===== config.mk =====
export PLATFORM = sky130hd
export DESIGN_NAME = msr_delta_tracker
export DESIGN_NICKNAME = d
export VERILOG_FILES = /design/src/rtl/msr_pkg.sv /design/src/rtl/msr_src_sel.sv /design/src/rtl/msr_change_det.sv /design/src/rtl/msr_delta_reg.sv /design/src/rtl/msr_delta_tracker.sv
export SDC_FILE = /design/constraint.sdc
export NUM_CORES = 1
export LEC_CHECK = 0
export ABC_AREA = 1
export ABC_CLOCK_PERIOD_IN_PS = 800
export BUFFER_PORTS_ARGS = -buffer_cell sky130_fd_sc_hd__buf_2
export CORE_AREA = 2 2 39 41
export DETAILED_ROUTE_END_ITERATION = 8
export DIE_AREA = 0 0 41 43
export GPL_TIMING_DRIVEN = 1
export HOLD_SLACK_MARGIN = 0.12
export PLACE_DENSITY = 0.73
export SLEW_MARGIN = 20
export SYNTH_ARGS = -nofsm -noshare
export SYNTH_HDL_FRONTEND = slang
export SYNTH_SLANG_ARGS = --single-unit

===== constraint.sdc =====
create_clock -name clk -period 0.8 [get_ports clk]
set_input_delay 0.16 -clock clk [delete_from_list [all_inputs] [get_ports clk]]
set_output_delay 0.16 -clock clk [all_outputs]
set_load 0.01 [all_outputs]

===== src/rtl/msr_pkg.sv =====
package msr_pkg;

    localparam int LINE_W  = 4;
    localparam int MSR_W   = 2 * LINE_W;
    localparam int MCR_W   = 5;

    // control register bit positions (decoded by the neighbouring register)
    localparam int MCR_DTR  = 0;
    localparam int MCR_RTS  = 1;
    localparam int MCR_OUT1 = 2;
    localparam int MCR_OUT2 = 3;
    localparam int MCR_LOOP = 4;

    // lines whose flag fires only on a falling edge (ring indicator)
    localparam logic [LINE_W-1:0] FALL_ONLY = 4'b0100;

    typedef struct packed {
        logic dcd;
        logic ri;
        logic dsr;
        logic cts;
    } line_set_t;

    typedef enum logic {
        SRC_EXTERNAL = 1'b0,
        SRC_LOOPBACK = 1'b1
    } line_src_e;

    function automatic line_set_t loop_map(input logic [MCR_W-1:0] mcr);
        line_set_t s;
        s.cts = mcr[MCR_RTS];
        s.dsr = mcr[MCR_DTR];
        s.ri  = mcr[MCR_OUT1];
        s.dcd = mcr[MCR_OUT2];
        return s;
    endfunction

endpackage


===== src/rtl/msr_src_sel.sv =====
module msr_src_sel
    import msr_pkg::*;
(
    input  logic [MCR_W-1:0]  mcr_i,
    input  logic [LINE_W-1:0] ext_i,
    output line_set_t         sel_o
);
    line_src_e src;

    always_comb begin
        src = line_src_e'(mcr_i[MCR_LOOP]);
        case (src)
            SRC_LOOPBACK: sel_o = loop_map(mcr_i);
            default:      sel_o = line_set_t'(ext_i);
        endcase
    end
endmodule


===== src/rtl/msr_change_det.sv =====
module msr_change_det #(
    parameter int                 N         = 4,
    parameter logic [N-1:0]       FALL_MASK = '0
) (
    input  logic [N-1:0] prev_i,
    input  logic [N-1:0] next_i,
    output logic [N-1:0] change_o
);
    for (genvar i = 0; i < N; i++) begin : g_line
        if (FALL_MASK[i]) begin : g_fall
            assign change_o[i] = prev_i[i] & ~next_i[i];
        end else begin : g_any
            assign change_o[i] = prev_i[i] ^ next_i[i];
        end
    end
endmodule


===== src/rtl/msr_delta_reg.sv =====
module msr_delta_reg #(
    parameter int N = 4
) (
    input  logic         clk,
    input  logic         rst,
    input  logic [N-1:0] stat_d,
    input  logic [N-1:0] change_i,
    input  logic         clr_i,
    output logic [N-1:0] stat_q,
    output logic [N-1:0] delta_q
);
    logic [N-1:0] keep;

    always_comb keep = clr_i ? '0 : delta_q;

    always_ff @(posedge clk) begin
        if (rst) begin
            stat_q  <= '0;
            delta_q <= '0;
        end else begin
            stat_q  <= stat_d;
            delta_q <= keep | change_i;
        end
    end
endmodule


===== src/rtl/msr_delta_tracker.sv =====
module msr_delta_tracker
    import msr_pkg::*;
(
    input  logic              clk,
    input  logic              rst,
    input  logic [MCR_W-1:0]  mcr_i,
    input  logic [LINE_W-1:0] lines_i,
    input  logic              msr_rd_i,
    output logic [MSR_W-1:0]  msr_o,
    output logic              delta_any_o
);
    line_set_t          cur;
    logic [LINE_W-1:0]  stat_q;
    logic [LINE_W-1:0]  delta_q;
    logic [LINE_W-1:0]  change;

    msr_src_sel u_sel (
        .mcr_i (mcr_i),
        .ext_i (lines_i),
        .sel_o (cur)
    );

    msr_change_det #(.N(LINE_W), .FALL_MASK(FALL_ONLY)) u_det (
        .prev_i   (stat_q),
        .next_i   (cur),
        .change_o (change)
    );

    msr_delta_reg #(.N(LINE_W)) u_reg (
        .clk      (clk),
        .rst      (rst),
        .stat_d   (cur),
        .change_i (change),
        .clr_i    (msr_rd_i),
        .stat_q   (stat_q),
        .delta_q  (delta_q)
    );

    assign msr_o       = {stat_q, delta_q};
    assign delta_any_o = |delta_q;
endmodule


### Yosys cells after proc, flatten, opt, wreduce, memory -nomap -nowiden

Index checks and enable logic that the tools add are counted.

* register bits: 8
* output and inout port bits: 9
* word-level logic and storage cells: 11
* input port bits: 12

* bitwise gates (word level): 6
* reduce and logical (&&, ||, !) cells: 1
* multiplexer cells: 2

Operator list (number)
* 2-to-1 mux 4 bit: 2
* OR 4 bit: 1
* OR reduction 4 bit: 1
* XOR 1 bit: 3
* bitwise AND 1 bit: 1
* inverter 1 bit: 1

### Logic depth before layout (Yosys ltp)

Gate-level depths: netlist of run 1.

* depth after elaboration: 4
* mapped depth: 7
* depth with buffers taken out: 6

### Cells and area by module

Synthesis of run 1 repeated with hierarchy kept, for this count alone.

* cells, all modules: 63
* area, all modules: 409.1 um2

By module, submodules not included
* msr_delta_reg: cells an instance 30, sequential area each 160.2 um2, area an instance 285.3 um2, times used 1
* msr_change_det: cells an instance 17, sequential area each 0.0 um2, area an instance 63.8 um2, times used 1
* msr_src_sel: cells an instance 13, sequential area each 0.0 um2, area an instance 48.8 um2, times used 1
* msr_delta_tracker: cells an instance 3, sequential area each 0.0 um2, area an instance 11.3 um2, times used 1

### Worst setup path before layout of run 1

No wires, ideal clock.

* path kind: reg-to-reg
* start: reg u_reg.stat_q[0]
* end: reg u_reg.delta_q[0]
* setup slack: 46 ps
* setup time: 109 ps
* data arrival time: 645 ps
* period minus slack after synthesis: 754 ps
* stages on the path, launching flop included: 6
* path through: dfxtp_1 -> inv_1 -> nand3_1 -> nand3_2 -> nand2_1 -> inv_1

* word-level cells in the longest chain between the ends: 2

RTL lines
* from (decl): line msr_delta_reg.sv:9 `output logic [N-1:0] stat_q,`
* from (signal assigned): line msr_delta_reg.sv:21 `stat_q <= stat_d;`
* XOR 1 bit: line msr_change_det.sv:13 `assign change_o[i] = prev_i[i] ^ next_i[i];`
* OR 4 bit: line msr_delta_reg.sv:22 `delta_q <= keep | change_i;`
* to (signal assigned): line msr_delta_reg.sv:22
* to (decl): line msr_delta_reg.sv:10 `output logic [N-1:0] delta_q`

Every way passes these cells.
A chain may end at the register's enable or synchronous reset.

### Worst setup path after layout of run 1

* start: reg u_reg.delta_q[3]
* end: out delta_any_o

* word-level cells in the longest chain between the ends: 1

RTL lines
* OR reduction 4 bit: line msr_delta_tracker.sv:40 `assign delta_any_o = |delta_q;`
* to (decl): line msr_delta_tracker.sv:10 `output logic delta_any_o`

Every way passes these cells.

==> reports/metrics.csv, run 1 <==
metric,value,unit
relSlewSlack,85.60,%
vdd.ir_drop.worst,0.0007549,V
synth_xor_area_share,0,%
drc,0,
dieWidth,41,um
finalSetupViolations,9,
core_area,1384,um2
path_max_fanout,3,
max_freq,0.9848,GHz
fin_crit,1.015,ns
crit_required,0.64,ns
die_y,43,um
drive_gt1_share,60.44,%
numPortBuffers,20,
hp-class,in -> reg,
fill_cells,145,
totalWireLength,1040,um
yosys.area_share.simple,38.92,%
clk_path_buf_depth,2,
clk_latency,0.26,ns
diodes,0,
slew_violations,0,
cts_sinks,8,
wl_per_cell,9.720,um
drt_first_iter_violations,4,
vias,480,
ant_nets,0,
ios,21,
start_util,31.83,%
layout_common_cells,"18 x nand2_1, 12 x inv_1, 12 x buf_2",
syn2layout_area_growth,60.80,%
grt_pass1_vias,412,
synth.avg_cell_area,6.882,um2
status,"finished, violations left",
synth-compound-area-share,7.386,%
grt_first_pass_wirelength,1559,um
vias_per_cell,4.486,
grt_use_total,13.47,%
power_density,1520,nW/um2
skew,0.006270,ns
end_kind,primary output,
multi_input_area,231.5,um2
setup.worst_path.start_class,register,
syn_inst,64,
rows,14,
muxShareOfSynthArea,0,%
finalInstanceArea,708.2,um2
maxCapViolCount,0,
cts_tree,built,
post-place-ws,-0.05949,ns
layout_commonest_cell,nand2_1,
path_class,reg -> out,
dieArea,1763,um2
synth-seq-cells,8,
violations,negative setup slack,
synth_top_family_by_area,simple AND/OR/NAND/NOR gates,
root_buffer,clkbuf_4,
whs,0.1388,ns
ys.warnings.count,0,
netlist_area,440.4,um2
grt_max_degree,10,
fin_setup_tns,-0.8933,ns
arrival,0.86,ns
grt_overflow,0,
fin_crit_sh,126.9,%
place_area,549.3,um2
cts.clk_slew.worst_paths,0.06,ns
seqCellArea,170.2,um2
ys_types,13,
hpwlAfterDp,745.2,um
worst_slack,-0.2155,ns
hold_buffers,0,
gp_congestion,0.7199,
finalHoldViolations,0,
synth_fa_ha_area_share,0,%
cts_max_level,1,
fin_nets,105,
rsz0062_at_grt,yes,
first_pass_iters,2,
tightest_slew,0.2161,ns
leakage,0.3967,nW
antenna_found_initial,0,
syn_nets,76,
ys_seq_area_share,36.36,%
cts_made_buffers,3,
report_power, final:
group	internal, W	switching, W
Sequential	0.000436	0.0000255
Clock	0.000172	0.000143
Combinational	0.000156	0.000143
Total	0.000764	0.000312
synth_stat cells (all sizes together):
master	instances	share of area, %
nand2	22	22
inv	16	15
nand3	9	15
dfxtp	8	36
a21oi	4	5.4
nor2	3	2.6
buf	1	2.6
o21ai	1	2.0
repair_timing:
| item | CTS | global route |
|---|---|---|
| setup endpoints to repair | 9 | 12 |
| buffers inserted | 4 | 1 |
| resized for setup | 17 | 11 |
| pin swaps | 2 | 5 |
through the flow:
stage	total power, W	util [%]	std cells
floorplan	0.0005899	-	64
global placement	0.0006686	39.69	99
global route	0.001153	51.18	107
CTS	0.001063	48.01	106
detailed placement	0.0006741	39.69	99
finish	0.001076	51.18	107
state kept, by name, summed over array words and instances (netlist names):
signal / flops
u_reg.stat_q: 4
u_reg.delta_q: 4
cells by family after synthesis:
logic type	Yosys count
flops	8
buf+inv	17
simple gates	34
compound gates	5
path summary, 6_finish.rpt:
kind                                             startpoint  slack [ns]                          end  cells after the start
worst max-delay path            u_reg.delta_q[3]$_SDFF_PP0_       -0.22                  delta_any_o                      3
worst min-delay path                                    rst        0.14  u_reg.delta_q[2]$_SDFF_PP0_                      2
worst max register to register   u_reg.stat_q[1]$_SDFF_PP0_        0.01  u_reg.delta_q[1]$_SDFF_PP0_                      6
worst min register to register   u_reg.stat_q[2]$_SDFF_PP0_        0.47  u_reg.delta_q[2]$_SDFF_PP0_                      2
per-layer routing:
| metal | routed length [um] | track usage (%) | vias up |
|---|---|---|---|
| li1 | - | - | 247 |
| met1 | 428 | 14.19 | 216 |
| met2 | 549 | 21.25 | 15 |
| met3 | 57 | 3.665 | 2 |
| met4 | 5 | 10.00 | 0 |
| met5 | 0 | 0 | - |
worst max-delay path, stage by stage (launching register included):
cell and delay, ns:
dfxtp_2 0.33, nor2_1 0.08, nand2_1 0.05, buf_2 0.13
area by class of cell:
type	count	share of cell area (%)
multi-input cells	39	32.69
clock buffers	3	3.180
flip-flops and latches	8	24.03
well taps	16	2.827
repair buffers	25	28.09
inverters	16	9.187
No activity file was read; power rests on OpenSTA's default activity.
==> inputs of run 2 (changes only) <==
--- a/config.mk
+++ b/config.mk
@@ -5,7 +5,7 @@
 export SDC_FILE = /design/constraint.sdc
 export NUM_CORES = 1
 export LEC_CHECK = 0
-export ABC_AREA = 1
+export ABC_AREA = 0
 export ABC_CLOCK_PERIOD_IN_PS = 800
 export BUFFER_PORTS_ARGS = -buffer_cell sky130_fd_sc_hd__buf_2
 export CORE_AREA = 2 2 39 41
@@ -13,7 +13,7 @@
 export DIE_AREA = 0 0 41 43
 export GPL_TIMING_DRIVEN = 1
 export HOLD_SLACK_MARGIN = 0.12
-export PLACE_DENSITY = 0.73
+export PLACE_DENSITY = 0.61
 export SLEW_MARGIN = 20
 export SYNTH_ARGS = -nofsm -noshare
 export SYNTH_HDL_FRONTEND = slang
==> run 2 against run 1 <==
Against the previous run:
- the run still ends with negative setup slack left
- setup slack got worse by 0.37 ns
- global-route usage shrank 4.9 points
- die area stayed put
- area after synthesis fell by 30%
- critical path depth shrank 1
- fmax decreased by 27%
- via count shrank 39%
- routed wire length down 31%
- worst hold slack better by 0.028 ns
- utilization decreased by 8.0 points
- combinational power down 4%
- largest cell class is now buffers
- largest power group unchanged
==> reports/metrics.csv, run 2 <==
metric,value,unit,change
grt_first_pass_wirelength,952,um,-39%
leakage,0.2804,nW,-29%
path_class,reg -> out,,
grt_use_met2,14.37,%,-6.9 points
max_freq,0.7199,GHz,-27%
clk_path_buf_depth,2,,unchanged
grt-busiest-layer,met2,,
numPortBuffers,20,,unchanged
hp-class,in -> reg,,
ys.flop_type,dfxtp_1,,
yosysTopAreaCellShare,52.24,%,+16 points
fin_crit,1.389,ns,+0.3737 ns
synth_enable_flop_cells,0,,unchanged
fin_crit_sh,173.6,%,+47 points
grt_use_total,8.569,%,-4.9 points
cts_max_level,1,,unchanged
skew,0.0001384,ns,-0.006132 ns
grt_pass1_vias,262,,-36%
layout_commonest_cell,buf_6,,
fin_nets,73,,-30%
path_cells,or4_4 > buf_6,,
root_buffer,clkbuf_4,,
gp_congestion,0.5530,,-23%
grt_overflow,0,,unchanged
die_y,43,um,unchanged
top_regs,"u_reg.delta_q (4), u_reg.stat_q (4)",,
ios,21,,unchanged
ys.warnings.count,0,,unchanged
finalSetupViolations,9,,unchanged
layout_common_cells,"12 x buf_6, 11 x buf_2, 8 x dfxtp_2",,
ant_nets,0,,unchanged
syn_nets,43,,-43%
end_kind,primary output,,
ys_seq_area_share,52.24,%,+16 points
synth.most_common_cell,dfxtp_1,,
netlist_area,306.5,um2,-30%
status,"finished, violations left",,
worst_slack,-0.5891,ns,-0.3737 ns
clk_latency,0.24,ns,-0.02 ns
synth.avg_cell_area,9.889,um2,+44%
synth-seq-cells,8,,unchanged
synth_area_leaders,"dfxtp_1 52%, mux2i_1 13%, xor2_1 8.6%, a21oi_1 6.5%, nand2b_1 6.1%",,
setup.worst_path.start_class,register,,
crit_family,simple AND/OR/NAND/NOR gates,,
syn_inst,31,,-52%
cts_sinks,8,,unchanged
rsz0062_at_grt,yes,,
cts_tree,built,,
rows,14,,unchanged
finalHoldViolations,0,,unchanged
synth_common_cells,"8 x dfxtp_1, 5 x nor2_1, 4 x a21oi_1, 4 x mux2i_1",,
finalInstanceArea,596.8,um2,-16%
grt_max_degree,9,,-1
first_pass_iters,2,,unchanged
wl_per_cell,9.587,um,-1.4%
relSlewSlack,82.00,%,-3.6 points
yosysTopAreaCell,dfxtp_1,,
cpMaxStageDelayCell,or4_4,,
power_density,1740,nW/um2,+15%
grt_use_met1,7.818,%,-6.4 points
syn2layout_area_growth,94.69,%,
fill_cells,140,,-3.4%
dieWidth,41,um,unchanged
cp_slowest_stage_delay,0.53,ns,+0.20 ns
violations,negative setup slack,,
tightest_slew,0.2626,ns,+0.04651 ns
drive_gt1_share,74.58,%,+14 points
drt_first_iter_violations,2,,-2
vdd.ir_drop.worst,0.0004905,V,-35%
ys_types,10,,-3
crit_required,0.64,ns,about the same
critical_path_buf_inv_count,1,,unchanged
totalWireLength,719,um,-31%
path_max_fanout,2,,-1
slew_violations,0,,unchanged
vias_per_cell,3.933,,-12%
maxCapViolCount,0,,unchanged
use_met3,1.571,%,-2.1 points
diodes,0,,unchanged
antenna_found_initial,0,,unchanged
dieArea,1763,um2,unchanged
core_area,1384,um2,unchanged
synth-async-reset-ratio,0,%,unchanged
start_util,22.15,%,-9.7 points
arrival,1.23,ns,+0.37 ns
hold_buffers,0,,unchanged
cts.clk_slew.worst_paths,0.05,ns,about the same
drc,0,,unchanged
place_area,456.7,um2,-17%
cts_made_buffers,3,,unchanged
post-place-ws,-0.3138,ns,-0.2544 ns
vias,295,,-39%
run 2: cell types whose count changed in the layout (fill, tap and decap cells not counted), sizes merged, moves of 2 or more:
| cell | previous run | this run |
|---|---|---|
| buf | 25 | 27 |
| nor2 | 3 | 5 |
| nand2b | 0 | 3 |
| mux2i | 0 | 4 |
| nand3 | 9 | 0 |
| nand2 | 22 | 0 |
| inv | 16 | 0 |
| xor2 | 0 | 3 |
run 2: final timing paths:
check / startpoint / endpoint / slack (ns) / depth (start not counted)
setup / recovery: u_reg.delta_q[1]$_SDFF_PP0_ / delta_any_o / -0.59 / 2
setup reg to reg: u_reg.delta_q[2]$_SDFF_PP0_ / u_reg.delta_q[2]$_SDFF_PP0_ / 0.02 / 4
hold / removal: rst / u_reg.delta_q[3]$_SDFF_PP0_ / 0.17 / 2
hold reg to reg: u_reg.stat_q[2]$_SDFF_PP0_ / u_reg.delta_q[2]$_SDFF_PP0_ / 0.50 / 2
run 2: final cells by class:
cell class	instances	area (um2)	share of cell area, %
multi-input combinational	21	163.9	27.46
tap	16	20.02	3.354
timing repair buffer	27	220.2	36.90
clock buffer	3	22.52	3.774
sequential	8	170.2	28.51
run 2: metrics by stage:
step           setup TNS, ns  cells  util, %  power [W]  hold WS [ns]
2_1_floorplan        -0.3448     31        -  0.0005722        0.3220
3_3_place_gp         -0.8637     68    33.00  0.0006573        0.4225
3_5_place_dp         -0.8866     68    33.00  0.0006610        0.4300
4_1_cts               -1.380     75    41.50   0.001033        0.1675
5_1_grt               -1.541     75    43.13   0.001097        0.1695
6_report              -1.301     75    43.13   0.001039        0.1669
run 2: kinds of logic after synthesis:
logic type                after synthesis  share of synthesized area, %
AOI/OAI and AO/OA                       4                         6.531
and+or+nand+nor                        10                         16.74
buffers and inverters                   2                         2.854
muxes                                   4                         13.06
DFF                                     8                         52.24
xor gates and xnor gates                3                         8.573
run 2: repair_timing:
action,CTS,global route
pin swaps,1,1
endpoints found under the setup margin,9,11
buffers inserted,4,0
resized for setup,16,6
gates cloned,0,0
endpoints found under the hold margin,0,0
run 2: metal layers:
layer,share of wire [%],vias to the layer above,routed length (um)
li1,-,158,-
met1,40,121,289
met2,54,16,391
met3,5.4,0,39
met4,0,0,0
met5,0,-,0
run 2: report_power, final:
| group | total, W | leakage, nW | internal, W | switching, W |
|---|---|---|---|---|
| combinational | 0.000288 | 0.198 | 0.000183 | 0.000105 |
| sequential | 0.000462 | 0.0688 | 0.000439 | 0.0000228 |
| clock | 0.000289 | 0.0138 | 0.000170 | 0.000118 |
